$ cat src/rtl/slot_pipe3_pkg.sv
package slot_pipe3_pkg;

  // Instruction format widths (fixed by the encoding)
  localparam int INSW = 16;
  localparam int OPW  = 4;
  localparam int REGW = 4;
  localparam int FLDW = 8;
  localparam int NREG = 1 << REGW;

  typedef enum logic [OPW-1:0] {
    OP_NOP   = 4'd0,
    OP_LOAD  = 4'd1,
    OP_STORE = 4'd2,
    OP_ADD   = 4'd3,
    OP_SUB   = 4'd4,
    OP_INCR  = 4'd5,
    OP_JUMP  = 4'd6
  } op_e;

  typedef struct packed {
    op_e             op;
    logic [REGW-1:0] rd;
    logic [REGW-1:0] rs1;
    logic [REGW-1:0] rs2;
    logic [FLDW-1:0] fld;
  } dec_t;

  // Undefined opcodes fold into the empty operation
  function automatic op_e decode_op(input logic [OPW-1:0] raw);
    case (raw)
      4'd1:    return OP_LOAD;
      4'd2:    return OP_STORE;
      4'd3:    return OP_ADD;
      4'd4:    return OP_SUB;
      4'd5:    return OP_INCR;
      4'd6:    return OP_JUMP;
      default: return OP_NOP;
    endcase
  endfunction

  function automatic logic writes_alu(input op_e op);
    return (op == OP_ADD) || (op == OP_SUB) || (op == OP_INCR);
  endfunction

endpackage

$ cat src/rtl/slot_pipe3_fetch.sv
module slot_pipe3_fetch #(
  parameter int AW = 8
) (
  input  logic          clk,
  input  logic          rst,
  input  logic          redirect,
  input  logic [AW-1:0] target,
  output logic [AW-1:0] pc,
  output logic          word_valid
);

  always_ff @(posedge clk) begin
    if (rst) begin
      pc         <= '0;
      word_valid <= 1'b0;
    end else begin
      pc         <= redirect ? target : pc + 1'b1;
      word_valid <= 1'b1;
    end
  end

endmodule

$ cat src/rtl/slot_pipe3_rf.sv
module slot_pipe3_rf #(
  parameter int XLEN = 16,
  parameter int NREG = 16
) (
  input  logic                    clk,
  input  logic                    rst,
  input  logic                    we,
  input  logic [$clog2(NREG)-1:0] waddr,
  input  logic [XLEN-1:0]         wdata,
  input  logic [$clog2(NREG)-1:0] ra1,
  input  logic [$clog2(NREG)-1:0] ra2,
  output logic [XLEN-1:0]         rd1,
  output logic [XLEN-1:0]         rd2,
  input  logic [$clog2(NREG)-1:0] dbg_addr,
  output logic [XLEN-1:0]         dbg_data
);

  logic [XLEN-1:0] regs [NREG];

  // Write at the clock edge that closes the execute segment
  always_ff @(posedge clk) begin
    if (we) regs[waddr] <= wdata;
  end

  assign rd1 = regs[ra1];
  assign rd2 = regs[ra2];

  always_ff @(posedge clk) begin
    if (rst) dbg_data <= '0;
    else     dbg_data <= regs[dbg_addr];
  end

endmodule

$ cat src/rtl/slot_pipe3_alu.sv
module slot_pipe3_alu
  import slot_pipe3_pkg::*;
#(
  parameter int XLEN = 16
) (
  input  op_e             op,
  input  logic [XLEN-1:0] a,
  input  logic [XLEN-1:0] b,
  output logic [XLEN-1:0] y
);

  always_comb begin
    case (op)
      OP_ADD:  y = a + b;
      OP_SUB:  y = a - b;
      OP_INCR: y = a + 1'b1;
      default: y = a;   // store passes its data operand through
    endcase
  end

endmodule

$ cat src/rtl/slot_pipe3.sv
module slot_pipe3
  import slot_pipe3_pkg::*;
#(
  parameter int XLEN = 16
) (
  input  logic            clk,
  input  logic            rst,
  output logic [7:0]      imem_addr,
  input  logic [15:0]     imem_rdata,
  output logic [7:0]      dmem_raddr,
  input  logic [XLEN-1:0] dmem_rdata,
  output logic            dmem_we,
  output logic [7:0]      dmem_waddr,
  output logic [XLEN-1:0] dmem_wdata,
  input  logic [3:0]      dbg_addr,
  output logic [XLEN-1:0] dbg_data
);

  localparam int AW = FLDW;

  // ---------------- fetch segment ----------------
  logic          word_valid;
  logic          redirect;
  logic [AW-1:0] e_fld;
  op_e           e_op;

  assign redirect = (e_op == OP_JUMP);

  slot_pipe3_fetch #(.AW(AW)) fetch_i (
    .clk        (clk),
    .rst        (rst),
    .redirect   (redirect),
    .target     (e_fld),
    .pc         (imem_addr),
    .word_valid (word_valid)
  );

  // ---------------- operand / ALU segment ----------------
  dec_t a_dec;
  op_e  a_op;

  always_comb begin
    a_dec.op  = word_valid ? decode_op(imem_rdata[15:12]) : OP_NOP;
    a_dec.rd  = imem_rdata[11:8];
    a_dec.rs1 = imem_rdata[7:4];
    a_dec.rs2 = imem_rdata[3:0];
    a_dec.fld = imem_rdata[7:0];
  end
  assign a_op = a_dec.op;

  logic [REGW-1:0] ra1;
  logic [XLEN-1:0] rd1, rd2, opa, opb, alu_y;
  logic            rf_we;
  logic [XLEN-1:0] rf_wdata;
  logic [REGW-1:0] e_rd;
  logic [XLEN-1:0] e_res;

  assign ra1 = (a_op == OP_STORE) ? a_dec.rd : a_dec.rs1;

  slot_pipe3_rf #(.XLEN(XLEN), .NREG(NREG)) rf_i (
    .clk      (clk),
    .rst      (rst),
    .we       (rf_we),
    .waddr    (e_rd),
    .wdata    (rf_wdata),
    .ra1      (ra1),
    .ra2      (a_dec.rs2),
    .rd1      (rd1),
    .rd2      (rd2),
    .dbg_addr (dbg_addr),
    .dbg_data (dbg_data)
  );

  // Forward only ALU results; loaded data is deliberately not forwarded
  logic e_alu;
  assign e_alu = writes_alu(e_op);
  assign opa   = (e_alu && (e_rd == ra1))       ? e_res : rd1;
  assign opb   = (e_alu && (e_rd == a_dec.rs2)) ? e_res : rd2;

  slot_pipe3_alu #(.XLEN(XLEN)) alu_i (
    .op (a_op),
    .a  (opa),
    .b  (opb),
    .y  (alu_y)
  );

  // Load read issued from the operand segment
  assign dmem_raddr = a_dec.fld;

  // ---------------- execute / writeback segment ----------------
  always_ff @(posedge clk) begin
    if (rst) begin
      e_op    <= OP_NOP;
      dmem_we <= 1'b0;
    end else begin
      e_op    <= a_op;
      dmem_we <= (a_op == OP_STORE);
    end
  end

  always_ff @(posedge clk) begin
    e_rd       <= a_dec.rd;
    e_res      <= alu_y;
    e_fld      <= a_dec.fld;
    dmem_waddr <= a_dec.fld;
    dmem_wdata <= alu_y;
  end

  assign rf_we    = e_alu || (e_op == OP_LOAD);
  assign rf_wdata = (e_op == OP_LOAD) ? dmem_rdata : e_res;

endmodule

$ cat config.mk
export PLATFORM = sky130hd
export DESIGN_NAME = slot_pipe3
export DESIGN_NICKNAME = d
export VERILOG_FILES = /design/src/rtl/slot_pipe3_pkg.sv /design/src/rtl/slot_pipe3_fetch.sv /design/src/rtl/slot_pipe3_rf.sv /design/src/rtl/slot_pipe3_alu.sv /design/src/rtl/slot_pipe3.sv
export SDC_FILE = /design/constraint.sdc
export NUM_CORES = 1
export LEC_CHECK = 0
export ABC_CLOCK_PERIOD_IN_PS = 7400
export BUFFER_PORTS_ARGS = -buffer_cell sky130_fd_sc_hd__buf_2
export CAP_MARGIN = 20
export CELL_PAD_IN_SITES_DETAIL_PLACEMENT = 0
export CELL_PAD_IN_SITES_GLOBAL_PLACEMENT = 1
export CORE_MARGIN = 5
export CORE_UTILIZATION = 51
export CTS_CLUSTER_SIZE = 8
export DETAILED_ROUTE_END_ITERATION = 10
export GPL_TIMING_DRIVEN = 0
export PLACE_DENSITY = 0.91
export SYNTH_ARGS = -nofsm -noshare
export SYNTH_HDL_FRONTEND = slang
export SYNTH_SLANG_ARGS = --single-unit
$ cat constraint.sdc
create_clock -name clk -period 7.4 [get_ports clk]
set_input_delay 0.37 -clock clk [delete_from_list [all_inputs] [get_ports clk]]
set_output_delay 0.37 -clock clk [all_outputs]
set_load 0.005 [all_outputs]
# Word-level counts from Yosys, hierarchy flattened
# Memories as Yosys holds them, arrays and structs flattened. A register that Yosys moved wholly into a read port is not among the register bits.
# Index checks and enable logic that the tools add are counted.
[totals] mem_bits_rw=256 word_cells=45 inputBits=38 out_inout_bits=57 mem_count=1 regBits=42
[op_classes] n_mux=11 n_reduce_logical=5 add_sub_neg=4 eq_ne=17
[mem_list] name="rf_i.regs" depth=16 width=16 rd=3 rd_clocked_by_memory_dff=1 write_ports=1 line="slot_pipe3_rf.sv:18" text="logic [XLEN-1:0] regs [NREG];"
[op_table] operator="$mux W16" n=3
[op_table] operator="$pmux W16 S3" n=1
[op_table] operator="$eq A4 B3 Y1 const B" n=8
[op_table] operator="$eq A4 B2 Y1 const B" n=5
[op_table] operator="$pmux W3 S6" n=1
[op_table] operator="$add A16 B1 Y16 const B" n=1
[op_table] operator="$add A16 B16 Y16" n=1
[op_table] operator="$sub A16 B16 Y16" n=1
[op_table] operator="$add A8 B1 Y8 const B" n=1
[op_table] operator="$eq A4 B1 Y1 const B" n=2
[op_table] operator="$eq A4 B4 Y1" n=2
[op_table] operator="$mux W4" n=2
[op_table] operator="$mux W8" n=1
[op_table] operator="$logic_or A1 B1 Y1" n=3
[op_table] operator="$mux W1" n=3
[op_table] operator="$logic_and A1 B1 Y1" n=2

# Depth between registers and ports, before layout
# Gate-level depths: netlist of run 1.
[logic_depth] ltp_word=10 ltp_mapped=24

# Hierarchy
# From an unflattened synthesis of run 1, not the netlist that was laid out.
[hier_totals] hier_cells=1143 area_unflattened_um2=18008.5
[modules_own_cells] mod="slot_pipe3_rf" n_inst=1 cells_per_inst=751 seq_area_each_um2=8007.7 area_per_inst_um2=14559.0
[modules_own_cells] mod="slot_pipe3" n_inst=1 cells_per_inst=133 seq_area_each_um2=640.6 area_per_inst_um2=1674.1
[modules_own_cells] mod="slot_pipe3_alu" n_inst=1 cells_per_inst=211 seq_area_each_um2=0.0 area_per_inst_um2=1370.1
[modules_own_cells] mod="slot_pipe3_fetch" n_inst=1 cells_per_inst=48 seq_area_each_um2=180.2 area_per_inst_um2=405.4

# Worst setup path after synthesis of run 1
# OpenSTA, ideal clock, no wires.
[synth_path] path_kind="input to register" startpoint="input imem_rdata[15]" endpoint="register e_res[14]" n_path_buf=3 arrival_time_ns=5.182 setup_slack_ns=2.097 stages=23 setup_ns=0.121 required_time_ns=7.279 path_cell_list="nand2b_1 -> nor4b_2 -> mux2i_1 -> clkbuf_1 -> buf_1 -> clkbuf_1 -> nand3_1 -> o21ai_0 -> o211ai_1 -> o21ai_0 -> o21ai_0 -> ha_1 -> fa_1 -> a21o_1 -> a21oi_1 -> o21bai_1 -> a21oi_1 -> nor2b_1 -> nor2_1 -> o211ai_1 -> a41oi_1 -> xnor2_1 -> mux2_2"
[synth_between] elab_chain_cells=10 elab_cells_between_ends=21 cone_classes="add/sub: 3; eq/ne: 11; mux: 5; reduce/logical: 1; memory: 1"
[synth_rtl] item="from (decl)" line="slot_pipe3.sv:9" text="input logic [15:0] imem_rdata,"
[synth_rtl] item="$eq A4 B3 Y1, or another cell as far along" line="slot_pipe3_pkg.sv:30" text="case (raw)"
[synth_rtl] item="$pmux W3 S6 (*)" line="slot_pipe3_pkg.sv:30"
[synth_rtl] item="$mux W4 (*)" line="slot_pipe3.sv:43" text="a_dec.op = word_valid ? decode_op(imem_rdata[15:12]) : OP_NOP;"
[synth_rtl] item="branches (longest 6 deep; another with $mem_v2 Z16 W16)"
[synth_rtl] item="$pmux W16 S3 (*)" line="slot_pipe3_alu.sv:13" text="case (op)"
[synth_rtl] item="named net alu_i.y[14]" line="slot_pipe3_alu.sv:9" text="output logic [XLEN-1:0] y"
[synth_rtl] item="to (signal assigned)" line="slot_pipe3.sv:103" text="e_res <= alu_y;"
[synth_rtl] item="to (decl)" line="slot_pipe3.sv:56" text="logic [XLEN-1:0] e_res;"
# Mark *: on every way through the listed nets, which the timed path passes.
# A chain may end at the register's enable or synchronous reset.

# Worst setup path in the final report of run 1
[layout_path] startpoint="register fetch_i.word_valid" endpoint="register e_res[14]"
[layout_between] elab_chain_cells=8 elab_cells_between_ends=14 cone_classes="add/sub: 3; eq/ne: 5; mux: 4; reduce/logical: 1; memory: 1"
[layout_rtl] item="from (decl)" line="slot_pipe3_fetch.sv:9" text="output logic word_valid"
[layout_rtl] item="from (signal assigned)" line="slot_pipe3_fetch.sv:15" text="word_valid <= 1'b0;"
[layout_rtl] item="from (signal assigned)" line="slot_pipe3_fetch.sv:18" text="word_valid <= 1'b1;"
[layout_rtl] item="$mux W4 (*)" line="slot_pipe3.sv:43"
[layout_rtl] item="branches (longest 6 deep; another with $mem_v2 Z16 W16)"
[layout_rtl] item="$pmux W16 S3 (*)" line="slot_pipe3_alu.sv:13"
[layout_rtl] item="named net alu_i.y[14]" line="slot_pipe3_alu.sv:9"
# Marked as above.

==> results of run 1 <==
[metal layers]
metal	GRT usage	routed length [um]	part of all wire	vias up
li1	-	-	-	5756
met1	0.4250	21760	0.33	6840
met2	0.5011	28420	0.43	1480
met3	0.1244	10760	0.16	348
met4	0.1885	4733	0.072	0
met5	0	0	0	-
[flip-flops by register name, summed over array words and instances (netlist names)]
signal              cells
e_fld                   8
fetch_i.word_valid      1
rf_i.dbg_data          16
e_res                  16
e_rd                    4
fetch_i.pc              8
dmem_we                 1
rf_i.regs             256
e_op                    3
[cells by family (layout without fill, tap and decap cells)]
kind of cell	count (synthesis)	after routing
other	0	1
DFF	313	313
buffers and inverters	113	320
xor gates and xnor gates	28	28
AOI/OAI and AO/OA	223	223
muxes	235	235
adders and majority gates	18	18
and+or+nand+nor	457	457
[layout by cell type, fill, tap and decap left out, types with 4 or more instances in the layout]
cell type and count:
nand2_1 279, edfxtp_1 256, mux4_2 120, clkbuf_1 96, buf_2 95, dfxtp_1 57
o21ai_0 54, clkbuf_16 47, a21oi_1 45, nand3_1 43, mux2i_1 42, mux2_2 39
nor2_1 39, a211oi_1 37, and2_1 35, mux4_1 33, o211ai_1 25, buf_1 19
xnor2_1 17, ha_1 17, buf_8 16, a311oi_1 13, a22oi_1 12, nor2_2 12
xor2_1 11, buf_4 11, buf_6 10, dlygate4sd3_1 10, nor3_1 8, a31oi_1 7
nor2b_1 7, and3_1 7, o22ai_1 7, inv_1 5, nor3_2 5, nand2b_1 4
o31ai_1 4, a21o_1 4
[power groups by stage]
| stage | sequential [mW] | clock, mW | combinational, mW |
|---|---|---|---|
| 3_5_place_dp | 2.07 | 0 | 0.751 |
| 2_1_floorplan | 2.06 | 0 | 0.478 |
| 3_3_place_gp | 2.07 | 0 | 0.728 |
| 5_1_grt | 2.04 | 2.03 | 0.832 |
| 6_report | 2.03 | 1.95 | 0.793 |
| 4_1_cts | 2.03 | 1.94 | 0.762 |
[critical path, cell delays in order (launching register included)]
cell             delay [ps]
dfxtp_1                 320
nand2b_1                150
nor4b_4                 520
mux2i_1                 630
clkbuf_2                440
clkdlybuf4s15_2         620
clkbuf_1                640
nand3_1                 120
o21ai_0                 130
o211ai_1                130
o21ai_0                 340
o21ai_0                 270
ha_1                    310
fa_1                    470
a21o_1                  170
a21oi_1                 350
o21bai_1                120
a21oi_1                 240
nor2b_1                  80
nor2_1                  170
o211ai_1                180
a41oi_1                 290
xnor2_1                  90
mux2_2                  260
[per-stage QoR]
stage          setup WS (ps)  power, mW  TNS [ps]
6_report               222.1      4.775         0
5_1_grt              0.03109      4.895         0
4_1_cts                119.0      4.735         0
3_5_place_dp          -458.2      2.817     -1470
3_3_place_gp          -482.6      2.793     -1524
2_1_floorplan           2097      2.535         0
[cell type report]
type | instances | area [um^2] | share of cell area
multi-input combinational | 961 | 8436 | 0.4087
inverter | 5 | 18.77 | 0.0009094
antenna | 1 | 2.502 | 0.0001212
buffer | 108 | 534.3 | 0.02589
timing repair buffer | 127 | 939.7 | 0.04553
sequential | 313 | 8828 | 0.4278
clock inverter | 2 | 17.52 | 0.0008487
clock buffer | 78 | 1292 | 0.06263
tap | 455 | 569.3 | 0.02758
[timing repair]
action / CTS / global route
gates resized for setup: 5 / 3
hold endpoints to repair: 10 / 0
cloned: 0 / 0
endpoints found under the setup margin: 4 / 2
hold buffers: 10 / 0
[worst min path at each step]
| stage | start | endpoint | slack (ps) | depth (start not counted) |
|---|---|---|---|---|
| finish | imem_rdata[2] | e_fld[2]$_DFF_P_ | 40 | 1 |
| CTS | imem_rdata[2] | e_fld[2]$_DFF_P_ | 30 | 1 |
| detailed placement | e_fld[6]$_DFF_P_ | fetch_i.pc[6]$_SDFF_PP0_ | 490 | 2 |
| floorplan | imem_rdata[0] | e_fld[0]$_DFF_P_ | 400 | 0 |
| global placement | e_fld[6]$_DFF_P_ | fetch_i.pc[6]$_SDFF_PP0_ | 490 | 2 |
| global route | imem_rdata[2] | e_fld[2]$_DFF_P_ | 30 | 1 |
==> impl_metrics.yaml, run 1 <==
synth:
  synth_compound_area_frac: 0.08138
  synth.most_common_cell: "nand2_1"
  async_flop_share: 0
  avgSynthCellArea_um2: 12.79
  netlist_area_um2: 17740
  ys_seq_area_frac: 0.4976
  syn-num-nets: 1443
  synth_top_family_by_area: "multiplexers"
  synth_top_cells_by_area: "edfxtp_1 43%, mux4_2 15%, dfxtp_1 6.4%"
  synth_warnings: 0
  yosys_most_used_dff: "edfxtp_1"
  synth.area.mux_share: 0.2505
  netlist_instances: 1387
  synth_edf_count: 256
  synth_xor_area_frac: 0.01382
  synth_area_leader_cell: "edfxtp_1"
  synthTopCellsByCount: "279 x nand2_1, 256 x edfxtp_1, 120 x mux4_2"
  synth_adder_area_share: 0.01312
  synthSimpleGateAreaFrac: 0.1133
  synth_cell_types: 61
  ys_ff_latch: 313
  yosysTopAreaCellShare: 0.4333
setup_path:
  rr_worst_depth: 23
  critical_path_class: "reg2reg"
  startpoint_type: "register"
  r2r_start: "fetch_i.word_valid$_DFF_P_"
  worstPathArrival_ps: 7630
  crit_end: "e_res[14]$_DFF_P_"
  r2r_slack_ps: 220
  crit_path_end_kind: "register"
  path_max_fanout: 10
  cp.required_ps: 7850
  reg2reg_to: "e_res[14]$_DFF_P_"
  setup.worst_path.start: "fetch_i.word_valid$_DFF_P_"
floorplan:
  die-area_um2: 38620
  coreArea_um2: 34460
  initial_core_util: 0.5149
  ioPinCount: 95
  fp.dieW_um: 196.5
  fp.dieH_um: 196.5
  row_count: 68
placement:
  place_area_um2: 19200
  gp_congestion: 0.9916
  place_hpwl_um: 45490
  dpl.cell_count: 1959
  io_buffers: 90
final_layout:
  fin_area_um2: 20640
  fillers: 2651
  fin_util: 0.5989
  num-nets-final: 1617
  syn_to_final_growth_pct: 16.33
  drive_gt1_frac: 0.2340
  stdcell_count: 2050
sta:
  setup_viol: 0
  final-max-slew-violation-count: 0
  timing.hold.ws_ps: 37.35
  final.setup_skew_ps: 29.22
  finalHoldViolations: 0
  min_period_ps: 7178
  slew-limit-headroom: 0.1639
  rsz0062_at_grt: "no"
  worst_slew_pin_slew_ps: 1254
  max_freq_ghz: 0.1393
  fin_crit_sh: 0.9700
detailed_routing:
  wirelength_um: 65670
  vias: 14420
  drc: 0
  wl_per_cell_um: 32.04
  avgViaCountPerCell: 7.036
  drt-pass1-iter-count: 6
  drtAntennaViolNets: 0
  drtIter0Drc: 2614
global_routing:
  grt_max_degree: 17
  grt_pass1_wl_um: 94600
  grt-ovfl-total: 0
  grt_pass1_vias: 14140
  antenna_found_initial: 1
  grt_use_total: 0.3353
cts:
  cts_htree_levels: 2
  clock-root-buffer: "clkbuf_16"
  clockBufferDepth: 3
  cts_tree: "done"
  cts.clk_slew.worst_paths_ps: 50
  numCtsBuffers: 45
  cts_sinks: 313
  clock_latency_ps: 570
  post_cts_buffers: 0
power:
  ir_drop_mv: 0.1617
  power_frac_comb: 0.166
  clockPowerShare: 0.408
  seq_power_share: 0.426
  p_switching_mw: 1.307
  p_leak_nw: 7.299
  p_int_mw: 3.468
  switching_share: 0.2737
  powerDensity_nw_per_um2: 231.3
job:
  cap_violations: 0
run_status:
  status: "finished, final reports clean"
hold_path:
  min_path_type: "in2reg"
Note: power is estimated with default switching activity, not from simulation.
==> run 2, diff against run 1 <==
Settings changed: CAP_MARGIN 20 to not set, MAX_ROUTING_LAYER set to met4.
==> run 2 against run 1 <==
  * Via count shrank 0.10%
  * Total power shrank 0.21%
  * Clock skew is 5.3 ps higher
  * Sequential power barely moved
  * Cell count down 0.20%
  * Combinational power down 0.6%
  * Largest power group unchanged
==> impl_metrics.yaml, run 2 (synthesis results as in run 1) <==
sta:
  max_freq_ghz: 0.1385
  timing.hold.ws_ps: 31.33
  worst_slew_pin_slew_ps: 1414
  rsz0062_at_grt: "no"
  slew-limit-headroom: 0.05746
  setup_viol: 0
  min_period_ps: 7220
  finalHoldViolations: 0
  fin_crit_sh: 0.9757
  setup_tns_ps: 0
  final-max-slew-violation-count: 0
  final.setup_skew_ps: 34.51
setup_path:
  path_cells: "nand2b_1 > nor4b_4 > mux2i_1 > clkbuf_2 > clkdlybuf4s15_2 > clkbuf_1 > nand3_1 > o21ai_0 > o211ai_1 > o21ai_0 > o21ai_0 > ha_1 > fa_1 > a21o_1 > a21oi_1 > o21bai_1 > a21oi_1 > nor2b_1 > nor2_1 > o211ai_1 > a41oi_1 > xnor2_1 > mux2_2"
  cp.required_ps: 7850
  path_delay_family: "compound AO/OA/AOI/OAI gates"
  crit_top_cell: "o21ai_0"
  cpPeakStageDelay_ps: 660
  slowest_stage: "clkbuf_1"
  critical_path_class: "reg2reg"
  worstPathArrival_ps: 7670
  crit_path_end_kind: "register"
  startpoint_type: "register"
  crit_buf_inv: 3
  path_max_fanout: 10
cts:
  cts.clk_slew.worst_paths_ps: 50
  cts_sinks: 313
  cts_htree_levels: 2
  clock-root-buffer: "clkbuf_16"
  clockBufferDepth: 3
  clock_latency_ps: 570
  numCtsBuffers: 45
  cts_tree: "done"
power:
  p_int_mw: 3.467
  p_leak_nw: 7.253
  seq_power_share: 0.427
  switching_share: 0.2724
  ir_drop_mv: 0.1530
  p_switching_mw: 1.298
  powerDensity_nw_per_um2: 231.9
  clockPowerShare: 0.408
  power_frac_comb: 0.165
hold_path:
  min_path_type: "in2reg"
final_layout:
  final_common_cell: "nand2_1"
  top_register: "rf_i.regs"
  largest_reg_flops: 256
  largest_registers: "rf_i.regs: 256 flops, e_res: 16 flops, rf_i.dbg_data: 16 flops"
  final_cell_mix: "279 x nand2_1, 256 x edfxtp_1, 120 x mux4_2, 96 x clkbuf_1, 95 x buf_2"
  syn_to_final_growth_pct: 15.82
  seqCellArea_um2: 8828
  fin_area_um2: 20550
  fillers: 2676
  num-nets-final: 1610
  multi_input_area_um2: 8444
  drive_gt1_frac: 0.2317
job:
  cap_violations: 0
global_routing:
  grt-ovfl-total: 0
  grt_max_degree: 17
  antenna_found_initial: 3
  grt_pass1_vias: 13950
  grt_use_total: 0.3409
  grt_pass1_wl_um: 92800
placement:
  place_area_um2: 19080
  place_hpwl_um: 45070
  gp_congestion: 1.042
  io_buffers: 90
floorplan:
  row_count: 68
  coreArea_um2: 34460
  initial_core_util: 0.5149
  fp.dieH_um: 196.5
  fp.dieW_um: 196.5
  ioPinCount: 95
  die-area_um2: 38620
detailed_routing:
  wl_per_cell_um: 31.97
  wirelength_um: 65420
  vias: 14410
  avgViaCountPerCell: 7.043
  drtIter0Drc: 2684
  drt-pass1-iter-count: 6
  drtAntennaViolNets: 0
  drc: 0
run_status:
  status: "finished, final reports clean"
==> run 2: cell types whose count changed in the layout (fill, tap and decap cells not counted), moves of 2 or more <==
| cell | change |
|---|---|
| buf_8 | -2 |
| diode_2 | +2 |
| buf_6 | -2 |
| buf_16 | -2 |
==> run 2: repair_timing <==
action	4_1_cts	5_1_grt
setup buffers	0	0
gates resized for setup	4	7
endpoints found under the setup margin	3	6
hold buffers	10	0
endpoints found under the hold margin	10	0
==> run 2: worst reg2reg max path, cell delays in order, from the launching register on <==
cell             delay, ps
dfxtp_1                320
nand2b_1               150
nor4b_4                510
mux2i_1                620
clkbuf_2               430
clkdlybuf4s15_2        610
clkbuf_1               670
nand3_1                140
o21ai_0                120
o211ai_1                90
o21ai_0                320
o21ai_0                290
ha_1                   320
fa_1                   460
a21o_1                 180
a21oi_1                400
o21bai_1               140
a21oi_1                240
nor2b_1                 80
nor2_1                 180
o211ai_1               190
a41oi_1                300
xnor2_1                 90
mux2_2                 270
==> run 2: power groups by stage <==
stage | Combinational (mW) | Sequential (mW) | Clock [mW]
after floorplan | 0.478 | 2.06 | 0
after global placement | 0.725 | 2.07 | 0
after detailed placement | 0.744 | 2.07 | 0
after CTS | 0.753 | 2.03 | 1.94
after global routing | 0.820 | 2.04 | 2.01
final | 0.788 | 2.03 | 1.94
==> run 2: final cells by class <==
class                      instances  share of cell area
buffer                           108             0.02637
inverter                           5           0.0009134
multi-input combinational        961              0.4109
tap                              455             0.02770
clock inverter                     2           0.0008525
antenna                            3           0.0003653
clock buffer                      79             0.06308
timing repair buffer             120             0.04013
sequential                       313              0.4296
==> run 2: final timing paths <==
path / from / end / slack (ps) / cells after the start
worst max-delay path: fetch_i.word_valid$_DFF_P_ / e_res[14]$_DFF_P_ / 180 / 23
worst min-delay path: imem_rdata[2] / e_fld[2]$_DFF_P_ / 30 / 1
worst max register to register: fetch_i.word_valid$_DFF_P_ / e_res[14]$_DFF_P_ / 180 / 23
worst min register to register: e_fld[6]$_DFF_P_ / fetch_i.pc[6]$_SDFF_PP0_ / 500 / 2
==> run 2: per-stage QoR <==
| stage | total power [mW] | util | std cells | setup WS, ps |
|---|---|---|---|---|
| after floorplan | 2.535 | - | 1387 | 2097 |
| after global placement | 2.791 | 0.5445 | 1932 | -372.3 |
| after detailed placement | 2.810 | 0.5536 | 1951 | -413.0 |
| after CTS | 4.721 | 0.5951 | 2042 | 33.41 |
| after global routing | 4.870 | 0.5963 | 2046 | 36.68 |
| final | 4.765 | 0.5963 | 2046 | 179.7 |
==> run 2: metal layers <==
layer  part of all wire  GRT usage  vias to the layer above
li1                   -          -                     5754
met1               0.33     0.4184                     6865
met2               0.43     0.5021                     1437
met3               0.16     0.1168                      353
met4              0.070     0.1797                        0
met5                  0          -                        -
